--- config.mk ---
export PLATFORM = sky130hd
export DESIGN_NAME = adc_oneshot_seq
export DESIGN_NICKNAME = d
export VERILOG_FILES = /design/src/rtl/adc_seq_pkg.sv /design/src/rtl/adc_seq_mux.sv /design/src/rtl/adc_seq_ctrl.sv /design/src/rtl/adc_seq_result.sv /design/src/rtl/adc_oneshot_seq.sv
export SDC_FILE = /design/constraint.sdc
export NUM_CORES = 1
export LEC_CHECK = 0
export BUFFER_PORTS_ARGS = -buffer_cell sky130_fd_sc_hd__buf_4
export CORE_ASPECT_RATIO = 2
export CORE_MARGIN = 5
export CORE_UTILIZATION = 43
export CTS_CLUSTER_DIAMETER = 150
export DETAILED_ROUTE_END_ITERATION = 12
export PLACE_DENSITY = 0.77
export SYNTH_ARGS = -nofsm -noshare
export SYNTH_HDL_FRONTEND = slang
export SYNTH_SLANG_ARGS = --single-unit
--- constraint.sdc ---
create_clock -name clk -period 2.3 [get_ports clk]
set_input_delay 0.345 -clock clk [delete_from_list [all_inputs] [get_ports clk]]
set_output_delay 0.345 -clock clk [all_outputs]
set_load 0.03 [all_outputs]
--- src/rtl/adc_seq_pkg.sv ---
package adc_seq_pkg;

    localparam int DEF_DATA_W   = 10;
    localparam int DEF_NUM_CH   = 4;
    localparam int DEF_STAB_CYC = 4;
    localparam int DEF_CONV_CYC = 6;

    // Sequencer phase: stopped, settling wait, or conversion cycles
    typedef enum logic [1:0] {
        PH_STOP    = 2'd0,
        PH_SETTLE  = 2'd1,
        PH_CONVERT = 2'd2
    } phase_e;

    // Requests produced by the arbitration logic each cycle
    typedef struct packed {
        logic abort;
        logic restart;
        logic launch;
        logic finish;
    } seq_req_t;

    function automatic int max2(input int a, input int b);
        return (a > b) ? a : b;
    endfunction

    function automatic int width_for(input int n);
        return (n <= 1) ? 1 : $clog2(n);
    endfunction

endpackage

--- src/rtl/adc_seq_mux.sv ---
module adc_seq_mux
    import adc_seq_pkg::*;
#(
    parameter int DATA_W = DEF_DATA_W,
    parameter int NUM_CH = DEF_NUM_CH,
    parameter int CH_W   = width_for(NUM_CH)
) (
    input  logic [NUM_CH*DATA_W-1:0] sample_i,
    input  logic [CH_W-1:0]          sel_i,
    output logic [DATA_W-1:0]        data_o
);

    logic [DATA_W-1:0] lane [NUM_CH];

    for (genvar g = 0; g < NUM_CH; g++) begin : g_lane
        assign lane[g] = sample_i[g*DATA_W +: DATA_W];
    end

    always_comb begin
        data_o = '0;
        for (int i = 0; i < NUM_CH; i++) begin
            if (int'(sel_i) == i) begin
                data_o = lane[i];
            end
        end
    end

endmodule

--- src/rtl/adc_seq_ctrl.sv ---
module adc_seq_ctrl
    import adc_seq_pkg::*;
#(
    parameter int CH_W     = 2,
    parameter int STAB_CYC = DEF_STAB_CYC,
    parameter int CONV_CYC = DEF_CONV_CYC
) (
    input  logic            clk,
    input  logic            rst,
    input  logic            en_i,
    input  logic            trig_i,
    input  logic            start_wr_i,
    input  logic            start_wdata_i,
    input  logic            chan_wr_i,
    input  logic [CH_W-1:0] chan_wdata_i,
    output logic            busy_o,
    output logic [CH_W-1:0] chan_o,
    output logic [CH_W-1:0] conv_ch_o,
    output logic            finish_o
);

    localparam int CNT_W = width_for(max2(STAB_CYC, CONV_CYC) + 1);
    localparam logic [CNT_W-1:0] SETTLE_LAST  = CNT_W'(STAB_CYC - 1);
    localparam logic [CNT_W-1:0] CONVERT_LAST = CNT_W'(CONV_CYC - 1);

    phase_e           phase_q;
    logic [CNT_W-1:0] cnt_q;
    logic [CH_W-1:0]  chan_q;
    logic [CH_W-1:0]  conv_ch_q;

    logic            active;
    logic            clear_wr;
    logic            set_wr;
    logic [CH_W-1:0] chan_next;
    seq_req_t        req;

    always_comb begin
        active    = (phase_q != PH_STOP);
        clear_wr  = start_wr_i && !start_wdata_i;
        set_wr    = start_wr_i &&  start_wdata_i;
        chan_next = chan_wr_i ? chan_wdata_i : chan_q;

        // Priority: abort beats restart, restart beats normal completion
        req.abort   = active && (clear_wr || !en_i);
        req.restart = active && !req.abort && (trig_i || chan_wr_i || set_wr);
        req.launch  = !active && en_i && trig_i && !clear_wr;
        req.finish  = (phase_q == PH_CONVERT) && (cnt_q == CONVERT_LAST)
                      && !req.abort && !req.restart;
    end

    always_ff @(posedge clk) begin
        if (rst) begin
            phase_q   <= PH_STOP;
            cnt_q     <= '0;
            chan_q    <= '0;
            conv_ch_q <= '0;
        end else begin
            chan_q <= chan_next;
            if (req.abort) begin
                phase_q <= PH_STOP;
                cnt_q   <= '0;
            end else if (req.restart || req.launch) begin
                phase_q   <= PH_SETTLE;
                cnt_q     <= '0;
                conv_ch_q <= chan_next;
            end else begin
                unique case (phase_q)
                    PH_SETTLE: begin
                        if (cnt_q == SETTLE_LAST) begin
                            phase_q <= PH_CONVERT;
                            cnt_q   <= '0;
                        end else begin
                            cnt_q <= cnt_q + 1'b1;
                        end
                    end
                    PH_CONVERT: begin
                        if (cnt_q == CONVERT_LAST) begin
                            phase_q <= PH_STOP;
                            cnt_q   <= '0;
                        end else begin
                            cnt_q <= cnt_q + 1'b1;
                        end
                    end
                    default: begin
                        phase_q <= PH_STOP;
                        cnt_q   <= '0;
                    end
                endcase
            end
        end
    end

    assign busy_o    = active;
    assign chan_o    = chan_q;
    assign conv_ch_o = conv_ch_q;
    assign finish_o  = req.finish;

endmodule

--- src/rtl/adc_seq_result.sv ---
module adc_seq_result
    import adc_seq_pkg::*;
#(
    parameter int DATA_W = DEF_DATA_W
) (
    input  logic              clk,
    input  logic              rst,
    input  logic              finish_i,
    input  logic [DATA_W-1:0] data_i,
    output logic [DATA_W-1:0] result_o,
    output logic              done_o
);

    logic [DATA_W-1:0] result_q;
    logic              done_q;

    always_ff @(posedge clk) begin
        if (rst) begin
            result_q <= '0;
            done_q   <= 1'b0;
        end else begin
            done_q <= finish_i;
            if (finish_i) begin
                result_q <= data_i;
            end
        end
    end

    assign result_o = result_q;
    assign done_o   = done_q;

endmodule

--- src/rtl/adc_oneshot_seq.sv ---
module adc_oneshot_seq
    import adc_seq_pkg::*;
#(
    parameter int DATA_W   = DEF_DATA_W,
    parameter int NUM_CH   = DEF_NUM_CH,
    parameter int STAB_CYC = DEF_STAB_CYC,
    parameter int CONV_CYC = DEF_CONV_CYC,
    parameter int CH_W     = width_for(NUM_CH)
) (
    input  logic                     clk,
    input  logic                     rst,
    input  logic                     en_i,
    input  logic                     trig_i,
    input  logic                     start_wr_i,
    input  logic                     start_wdata_i,
    input  logic                     chan_wr_i,
    input  logic [CH_W-1:0]          chan_wdata_i,
    input  logic [NUM_CH*DATA_W-1:0] sample_i,
    output logic                     busy_o,
    output logic [CH_W-1:0]          chan_o,
    output logic [DATA_W-1:0]        result_o,
    output logic                     done_o
);

    logic [CH_W-1:0]   conv_ch;
    logic              finish;
    logic [DATA_W-1:0] lane_data;

    adc_seq_ctrl #(
        .CH_W     (CH_W),
        .STAB_CYC (STAB_CYC),
        .CONV_CYC (CONV_CYC)
    ) u_ctrl (
        .clk           (clk),
        .rst           (rst),
        .en_i          (en_i),
        .trig_i        (trig_i),
        .start_wr_i    (start_wr_i),
        .start_wdata_i (start_wdata_i),
        .chan_wr_i     (chan_wr_i),
        .chan_wdata_i  (chan_wdata_i),
        .busy_o        (busy_o),
        .chan_o        (chan_o),
        .conv_ch_o     (conv_ch),
        .finish_o      (finish)
    );

    adc_seq_mux #(
        .DATA_W (DATA_W),
        .NUM_CH (NUM_CH),
        .CH_W   (CH_W)
    ) u_mux (
        .sample_i (sample_i),
        .sel_i    (conv_ch),
        .data_o   (lane_data)
    );

    adc_seq_result #(
        .DATA_W (DATA_W)
    ) u_result (
        .clk      (clk),
        .rst      (rst),
        .finish_i (finish),
        .data_i   (lane_data),
        .result_o (result_o),
        .done_o   (done_o)
    );

endmodule

# After elaboration in Yosys (flattened, before gate mapping)
# Cells that the tools add are included.
word_totals:
  out_inout_bits: 14
  elab_cells: 60
  register_bits: 20
op_classes:
  mux: 12
  n_bitwise: 1
  n_addsub: 1
  n_reduce_logical: 28
  n_eq_ne: 11
ops:
  columns: ["operator", "count"]
  rows:
  - ["$mux W10", 4]
  - ["$logic_and A1 B1 Y1", 11]
  - ["$eq A2 B2 Y1 const B", 3]
  - ["$logic_not A1 Y1", 6]
  - ["$mux W2", 3]
  - ["$mux W3", 2]
  - ["$pmux W3 S2", 1]
  - ["$reduce_and A2 Y1", 3]
  - ["$eq A2 B1 Y1 const B", 2]
  - ["$logic_or A1 B1 Y1", 4]
  - ["$pmux W2 S2", 1]
  - ["$add A3 B1 Y3 const B", 1]
  - ["$eq A3 B2 Y1 const B", 1]
  - ["$eq A3 B3 Y1 const B", 1]
  - ["$ne A3 B1 Y1 const B", 1]
  - ["$ne A3 B3 Y1 const B", 1]
  - ["$reduce_or A3 Y1", 1]
  - ["$logic_not A2 Y1", 1]
  - ["$ne A2 B1 Y1 const B", 1]
  - ["$ne A2 B2 Y1 const B", 1]
  - ["$reduce_bool A2 Y1", 1]
  - ["$reduce_or A2 Y1", 1]
  - ["$mux W1", 1]
  - ["$not A1 Y1", 1]

# Longest topological paths before layout
# Gate-level depths: netlist of the first run.
depth:
  ltp_word: 10
  depth_mapped: 7

# Cells and area by module
# Synthesis of the first run repeated with hierarchy kept, for this count alone.
hier_totals:
  cells_unflattened: 103
  area_unflattened_um2: 1171.1
modules_own_cells:
  columns: ["module", "area_each_um2", "instances", "cells_per_inst", "seq_area_each_um2"]
  rows:
  - ["adc_seq_ctrl", 549.3, 1, 57, 180.2]
  - ["adc_seq_result", 380.4, 1, 34, 220.2]
  - ["adc_seq_mux", 241.5, 1, 12, 0.0]

# Worst setup path after synthesis of the first run
# OpenSTA, ideal clock, no wires.
synth_timing:
  kind: "register to register"
  startpoint: "reg u_ctrl.phase_q[0]"
  endpoint: "reg u_result.result_q[0], in the netlist u_result.result_o[0]"
  setup_time_ns: 0.070
  slack_ns: 0.824
  required_ns: 2.230
  arrival_ns: 1.405
  stages_incl_launch_ff: 8
  cell_sequence: "dfxtp_1 -> inv_1 -> ha_1 -> inv_1 -> a41o_1 -> buf_6 -> o21ai_1 -> a21oi_1"
synth_between:
  elab_chain_cells: 7
synth_lines:
  columns: ["item", "line", "source"]
  rows:
  - ["start, declared", "adc_seq_ctrl.sv:26", "phase_e phase_q;"]
  - ["start signal, assigned", "adc_seq_ctrl.sv:53", "phase_q <= PH_STOP;"]
  - ["start signal, assigned", "adc_seq_ctrl.sv:60", "phase_q <= PH_STOP;"]
  - ["start signal, assigned", "adc_seq_ctrl.sv:63", "phase_q <= PH_SETTLE;"]
  - ["$reduce_bool A2 Y1 *", "adc_seq_ctrl.sv:38", "active = (phase_q != PH_STOP);"]
  - ["net busy_o", "adc_oneshot_seq.sv:19", "output logic busy_o,"]
  - ["$logic_and A1 B1 Y1", "adc_seq_ctrl.sv:44", "req.abort = active && (clear_wr || !en_i);"]
  - ["$logic_not A1 Y1", "adc_seq_ctrl.sv:45, adc_seq_ctrl.sv:48", null]
  - ["$logic_and A1 B1 Y1 (2 in series)", "adc_seq_ctrl.sv:45", "req.restart = active && !req.abort && (trig_i || chan_wr_i || set_wr);"]
  - ["$logic_not A1 Y1", "adc_seq_ctrl.sv:48", "&& !req.abort && !req.restart;"]
  - ["$logic_and A1 B1 Y1 *", "adc_seq_ctrl.sv:48", null]
  - ["end signal, assigned", "adc_seq_result.sv:24", "result_q <= data_i;"]
  - ["end, declared", "adc_seq_result.sv:14", "logic [DATA_W-1:0] result_q;"]
# The timed path passes the listed nets; every way through them passes the cells marked *.
# A chain may end at the register's enable or synchronous reset.

# Final worst setup path of the first run
layout_timing:
  startpoint: "reg u_ctrl.conv_ch_q[0], in the netlist u_ctrl.conv_ch_o[0]"
  endpoint: "reg u_result.result_q[3], in the netlist u_result.result_o[3]"
layout_between:
  elab_chain_cells: 5
layout_lines:
  columns: ["item", "line", "source"]
  rows:
  - ["start, declared", "adc_seq_ctrl.sv:29", "logic [CH_W-1:0] conv_ch_q;"]
  - ["start signal, assigned", "adc_seq_ctrl.sv:65", "conv_ch_q <= chan_next;"]
  - ["$logic_not A2 Y1", "adc_seq_mux.sv:22", "if (int'(sel_i) == i) begin"]
  - ["$mux W10 (3 in series)", "adc_seq_mux.sv:22", null]
  - ["$mux W10 *", "adc_seq_mux.sv:22", null]
# Every way passes the cells marked *; elsewhere a longest branch is shown, timed or not.

==> results of run 1 <==
[flip-flops by register name, indices dropped and copies added, names as in the netlist]
register and flops:
u_ctrl.chan_o 2, u_result.done_o 1, u_ctrl.phase_q 2, u_ctrl.cnt_q 3, u_result.result_o 10, u_ctrl.conv_ch_o 2
[placed cells by master, fill, tap and decap left out, types with 2 or more instances in the layout]
cell type and count:
sky130_fd_sc_hd__buf_4 63, sky130_fd_sc_hd__mux4_2 10, sky130_fd_sc_hd__nor3_1 3, sky130_fd_sc_hd__mux2_2 2
sky130_fd_sc_hd__nand3_1 11, sky130_fd_sc_hd__ha_1 8, sky130_fd_sc_hd__nor2_1 4, sky130_fd_sc_hd__inv_1 9
sky130_fd_sc_hd__clkbuf_8 3, sky130_fd_sc_hd__dfxtp_1 20, sky130_fd_sc_hd__nor2b_1 4, sky130_fd_sc_hd__mux2i_1 3
sky130_fd_sc_hd__a21oi_1 13, sky130_fd_sc_hd__o21ai_1 9
[worst max path at each step]
stage | cells after the start | slack [ps] | end | from
6_report | 3 | 670 | u_result.result_o[3] | u_ctrl.conv_ch_o[0]
5_1_grt | 6 | 420 | u_ctrl.phase_q[1] | u_ctrl.phase_q[0]
4_1_cts | 3 | 640 | u_result.result_o[6] | u_ctrl.conv_ch_o[0]
3_5_place_dp | 3 | 650 | u_result.result_o[6] | u_ctrl.conv_ch_o[0]
3_3_place_gp | 5 | 670 | u_result.result_o[3] | start_wr_i
2_1_floorplan | 7 | 820 | u_result.result_o[0] | u_ctrl.phase_q[0]
[through the flow]
step | setup slack [ps] | utilization [%] | cells
final | 665.2 | 64.40 | 206
after global routing | 419.4 | 64.40 | 206
after CTS | 637.8 | 64.40 | 206
after detailed placement | 650.0 | 61.76 | 202
after global placement | 674.7 | 61.76 | 202
after floorplan | 824.1 | - | 117
[routing by layer]
layer  track usage, %  share of wire [%]  up-vias
met1            16.44                 34      523
met4            7.557                2.2        0
met2            32.03                 58       45
met5                0                  0        -
li1                 -                  -      553
met3            3.863                6.2        6
[worst reg2reg max path: cells and delay by family (launching register included)]
family	cells	cell delay, ps
DFF	1	760
muxes	1	590
AOI/OAI and AO/OA	1	70
and+or+nand+nor	1	110
[logic make-up (layout without fill, tap and decap cells)]
group	Yosys count	count (layout)	synth area share (%)
buffers and inverters	16	76	5.955
DFF	20	20	33.44
and+or+nand+nor	27	27	12.22
muxes	15	15	23.20
AOI/OAI and AO/OA	31	31	16.82
adders and majority gates	8	8	8.360
[final cells by class]
type	instances	area, µm²	area share, %
clock inverter	1	30.03	1.725
multi-input combinational	81	725.7	41.70
clock buffer	3	41.29	2.372
inverter	9	33.78	1.941
sequential	20	400.4	23.01
tap	29	36.28	2.085
timing repair buffer	63	473.0	27.17
[power by group]
part,total (W),internal (W),switching [W]
clock,0.000347,0.000232,0.000114
combinational,0.000153,0.0000985,0.0000549
sequential,0.000363,0.000352,0.0000113
==> impl_metrics.env, run 1 <==
export IMPL_synth_edff_count=0
export IMPL_clock_tree_from_tritoncts="yes"
export IMPL_crit_chain="mux4_2 -> nand3_1 -> a21oi_1"
export IMPL_final_setup_skew_ps=2.438
export IMPL_cts_clk_slew_worst_paths_ps=70
export IMPL_violation_count_after_the_first_detailed_route_iteration=10
export IMPL_start_util_pct=44.31
export IMPL_post_route_antenna_net_violation_count=0
export IMPL_cts_hold_buf=0
export IMPL_num_nets_final=235
export IMPL_fp_dieH_um=84.63
export IMPL_timing_critical_path_slowest_cell_delay_ps=760
export IMPL_power_density_mw_per_mm2=495.9
export IMPL_setup_tns_final_ps=0
export IMPL_clock_tree_root_buffer_cell="sky130_fd_sc_hd__clkbuf_8"
export IMPL_final_setup_fails=0
export IMPL_ctsLongestPathBuffers=2
export IMPL_endpoint_kind="register"
export IMPL_hold_crit_endpoint="u_ctrl.chan_o[1]"
export IMPL_yosys_most_used_dff="sky130_fd_sc_hd__dfxtp_1"
export IMPL_period_share_pct=71.08
export IMPL_worst_path_buf_inv=0
export IMPL_cts_resized=0
export IMPL_power_leakage_nw=0.7452
export IMPL_grt_start_max_net_pins=19
export IMPL_postSynth_asyncResetShare_pct=0
export IMPL_tritoncts_num_buffers=3
export IMPL_fp_dieArea_mm2=0.004004
export IMPL_buffer_ports_inserted=62
export IMPL_pin_count=63
export IMPL_timing_worst_slew_pin_value_ps=682.1
export IMPL_relSlewSlack_pct=54.47
export IMPL_flop_and_latch_count_out_of_synthesis=20
export IMPL_fillers=224
export IMPL_ctsHtreeMaxLevel=1
export IMPL_crit_family="flip-flops"
export IMPL_yosys_area_top_type="sky130_fd_sc_hd__dfxtp_1"
export IMPL_first_global_vias=1263
export IMPL_globalRouteTotalUtil_pct=17.36
export IMPL_timing_rr_end="u_result.result_o[3]"
export IMPL_max_cap_violations=0
export IMPL_ys_top_cells_by_area="sky130_fd_sc_hd__dfxtp_1 33%, sky130_fd_sc_hd__mux4_2 19%, sky130_fd_sc_hd__ha_1 8.4%, sky130_fd_sc_hd__a21oi_1 5.4%, sky130_fd_sc_hd__nand3_1 4.6%"
export IMPL_detail_route_wl_per_cell_um=15.10
export IMPL_rsz0062_at_grt="no"
export IMPL_dr_total_vias=1127
export IMPL_diode_insertion_count_for_antenna_repair=0
export IMPL_synth_fp_nets=174
export IMPL_final_hold_viol_count=0
export IMPL_outcome="complete, no violations"
export IMPL_timing_hold_worst_start="chan_wdata_i[1]"
export IMPL_hold_depth=3
export IMPL_final_period_minus_worst_setup_slack_ps=1635
export IMPL_r2r_cells=3
export IMPL_grt_ovfl_total=0
export IMPL_clock_latency_ps=260
export IMPL_synth_top_area_share_pct=33.44
export IMPL_rr_startpoint="u_ctrl.conv_ch_o[0]"
export IMPL_syn_area_per_cell_um2=10.23
export IMPL_final_layout_size_suffix_gt1_share_pct=46.33
export IMPL_max_freq_mhz=611.7
export IMPL_post_route_drc_count=0
export IMPL_syn_instance_count=117
export IMPL_hold_worst_slack_ps=374.0
export IMPL_post_cts_setup_buffer_count=0
export IMPL_maxSlewViolCount=0
export IMPL_route_detailed_vias_per_inst=5.471
export IMPL_seq_area_frac_synth_pct=33.44
export IMPL_drt_pass1_iter_count=4
export IMPL_critical_path_arrival_ps=1780
export IMPL_min_path_type="in2reg"
export IMPL_synth_cells_most_frequent="20 x sky130_fd_sc_hd__dfxtp_1, 13 x sky130_fd_sc_hd__a21oi_1, 11 x sky130_fd_sc_hd__nand3_1"
export IMPL_detailedPlacementHpwl_um=2670
export IMPL_placedInstanceArea_mm2=0.001669
export IMPL_post_synth_instance_area_mm2=0.001197
export IMPL_row_count=27
export IMPL_wirelength_um=3111
export IMPL_die_width_um=47.32
export IMPL_vdd_ir_drop_worst_v=0.0003831
export IMPL_final_design_area_no_fill_mm2=0.001740
export IMPL_worstPathRequired_ps=2450
export IMPL_startpoint_type="register"
export IMPL_ys_warn_count=0
export IMPL_critPathSlowestCell="sky130_fd_sc_hd__dfxtp_1"
export IMPL_synth_most_common_cell="sky130_fd_sc_hd__dfxtp_1"
export IMPL_timing_worst_setup_path_type="reg2reg"
export IMPL_crit_path_max_fanout=11
export IMPL_synthDistinctLibCells=29
export IMPL_grt_first_pass_wirelength_um=5133
export IMPL_r2r_slack_ps=670
export IMPL_clock_sink_count=20
export IMPL_core_mm2=0.002703
export IMPL_gp_routability_congestion=0.7802
export IMPL_antenna_violations_before_repair=0
export IMPL_post_layout_total_power_w=0.0008630
export IMPL_area_growth_syn_to_layout_pct=45.35
No activity file was read; power rests on OpenSTA's default activity.
==> run 2, diff against run 1 <==
--- a/config.mk
+++ b/config.mk
@@ -8,10 +8,10 @@
 export BUFFER_PORTS_ARGS = -buffer_cell sky130_fd_sc_hd__buf_4
 export CORE_ASPECT_RATIO = 2
 export CORE_MARGIN = 5
-export CORE_UTILIZATION = 43
+export CORE_UTILIZATION = 40
 export CTS_CLUSTER_DIAMETER = 150
 export DETAILED_ROUTE_END_ITERATION = 12
-export PLACE_DENSITY = 0.77
+export PLACE_DENSITY = 0.75
 export SYNTH_ARGS = -nofsm -noshare
 export SYNTH_HDL_FRONTEND = slang
 export SYNTH_SLANG_ARGS = --single-unit
==> constraint.sdc (replaced) <==
create_clock -name clk -period 1.48 [get_ports clk]
set_input_delay 0.222 -clock clk [delete_from_list [all_inputs] [get_ports clk]]
set_output_delay 0.222 -clock clk [all_outputs]
set_load 0.03 [all_outputs]
==> impl_metrics.env, run 2 (synthesized netlist as in run 1, its figures left out) <==
export IMPL_timing_critical_path_slowest_cell_delay_ps=330
export IMPL_antenna_violations_before_repair=0
export IMPL_num_nets_final=253
export IMPL_min_path_type="in2reg"
export IMPL_internal_power_w=0.001108
export IMPL_share_seq_of_total_power_pct=39.1
export IMPL_buffer_ports_inserted=62
export IMPL_largest_register_ffs=10
export IMPL_gp_routability_congestion=0.7682
export IMPL_tritoncts_num_buffers=3
export IMPL_area_growth_syn_to_layout_pct=69.70
export IMPL_power_density_mw_per_mm2=704.5
export IMPL_final_period_minus_worst_setup_slack_ps=1470
export IMPL_maxSlewViolCount=0
export IMPL_globalRouteTotalUtil_pct=17.28
export IMPL_max_cap_violations=0
export IMPL_period_share_pct=99.35
export IMPL_cts_clk_slew_worst_paths_ps=80
export IMPL_grt_first_pass_wirelength_um=5830
export IMPL_pin_count=63
export IMPL_fp_dieArea_mm2=0.004254
export IMPL_grt_start_max_net_pins=19
export IMPL_worst_path_buf_inv=2
export IMPL_first_global_vias=1348
export IMPL_vdd_ir_drop_worst_v=0.0005837
export IMPL_core_mm2=0.002908
export IMPL_clock_tree_from_tritoncts="yes"
export IMPL_seqCellArea_um2=406.6
export IMPL_crit_chain="inv_2 -> ha_4 -> o21ba_2 -> o211ai_1 -> buf_4 -> nand4b_1 -> nor3_1"
export IMPL_switching_power_w=0.0003230
export IMPL_placedInstanceArea_mm2=0.001755
export IMPL_startpoint_type="register"
export IMPL_clock_tree_root_buffer_cell="sky130_fd_sc_hd__clkbuf_8"
export IMPL_clock_sink_count=20
export IMPL_final_layout_size_suffix_gt1_share_pct=64.10
export IMPL_ctsLongestPathBuffers=2
export IMPL_p_comb_share_pct=22.7
export IMPL_crit_path_max_fanout=4
export IMPL_die_width_um=48.69
export IMPL_power_share_clock_pct=38.2
export IMPL_relSlewSlack_pct=69.45
export IMPL_rsz0062_at_grt="yes"
export IMPL_layout_commonest_cell="sky130_fd_sc_hd__buf_4"
export IMPL_violation_count_after_the_first_detailed_route_iteration=43
export IMPL_detail_route_wl_per_cell_um=17.96
export IMPL_wirelength_um=4042
export IMPL_final_cell_mix="75 x sky130_fd_sc_hd__buf_4, 15 x sky130_fd_sc_hd__dfxtp_1, 11 x sky130_fd_sc_hd__a21oi_1"
export IMPL_timing_worst_setup_path_type="reg2reg"
export IMPL_grt_ovfl_total=0
export IMPL_outcome="complete, no violations"
export IMPL_final_setup_fails=0
export IMPL_timing_worst_slew_pin_value_ps=457.7
export IMPL_final_setup_skew_ps=2.363
export IMPL_row_count=28
export IMPL_final_design_area_no_fill_mm2=0.002032
export IMPL_detailedPlacementHpwl_um=2942
export IMPL_start_util_pct=41.18
export IMPL_power_switching_fraction_pct=22.57
export IMPL_max_freq_mhz=680.1
export IMPL_dr_total_vias=1276
export IMPL_post_route_antenna_net_violation_count=0
export IMPL_route_detailed_vias_per_inst=5.671
export IMPL_power_leakage_nw=0.8483
export IMPL_diode_insertion_count_for_antenna_repair=0
export IMPL_clock_latency_ps=260
export IMPL_critical_path_arrival_ps=1660
export IMPL_multi_input_comb_area_um2=829.5
export IMPL_fillers=207
export IMPL_r2r_slack_ps=10
export IMPL_worstPathRequired_ps=1660
export IMPL_endpoint_kind="register"
export IMPL_hold_worst_slack_ps=261.2
export IMPL_drt_pass1_iter_count=5
export IMPL_final_hold_viol_count=0
export IMPL_post_route_drc_count=0
export IMPL_post_layout_total_power_w=0.001431
export IMPL_fp_dieH_um=87.38
export IMPL_critPathSlowestCell="sky130_fd_sc_hd__dfxtp_2"
export IMPL_final_util_pct=69.88
export IMPL_crit_family="compound AO/OA/AOI/OAI gates"
export IMPL_ctsHtreeMaxLevel=1
[run 2: metal layers]
metal | share of wire (%) | up-vias | global-route usage, %
met3 | 4.8 | 24 | 2.744
met2 | 58 | 57 | 33.93
li1 | - | 597 | -
met1 | 30 | 598 | 15.64
met4 | 7.1 | 0 | 10.78
met5 | 0 | - | 0
[run 2: path summary, 6_finish.rpt]
path,start,to,cells after the start
hold / removal,rst,u_result.result_o[2],2
setup reg to reg,u_ctrl.phase_q[1],u_ctrl.cnt_q[0],7
setup / recovery,u_ctrl.phase_q[1],u_ctrl.cnt_q[0],7
hold reg to reg,u_ctrl.cnt_q[0],u_ctrl.cnt_q[0],1
[run 2: timing repair]
item | CTS | global route
hold buffers | 0 | 0
setup endpoints to repair | 17 | 19
setup buffers | 3 | 6
pin swaps | 4 | 4
gates resized for setup | 11 | 23
gates cloned | 0 | 1
[run 2: metrics by stage]
| stage | worst slack, ps | TNS (ps) | cells |
|---|---|---|---|
| 3_5_place_dp | -81.54 | -577.6 | 211 |
| 4_1_cts | -7.852 | -7.852 | 218 |
| 5_1_grt | -52.49 | -529.4 | 225 |
| 3_3_place_gp | -40.96 | -99.06 | 211 |
| 6_report | 9.640 | 0 | 225 |
| 2_1_floorplan | 4.051 | 0 | 117 |
[run 2: layout make-up]
type                    instances  share of cell area [%]
clock buffers                   3                   2.032
well taps                      30                   1.847
flip-flops and latches         20                   20.01
multi-input cells              82                   40.83
inverters                       9                   2.032
repair buffers                 80                   31.77
clock inverters                 1                   1.478
[run 2: power groups by stage]
stage                     combinational [W]  sequential, W  clock (W)
after floorplan                    0.000123       0.000570          0
after global placement             0.000262       0.000570          0
after detailed placement           0.000271       0.000571          0
after CTS                          0.000288       0.000559   0.000553
after global routing               0.000345       0.000561   0.000577
final                              0.000324       0.000560   0.000547
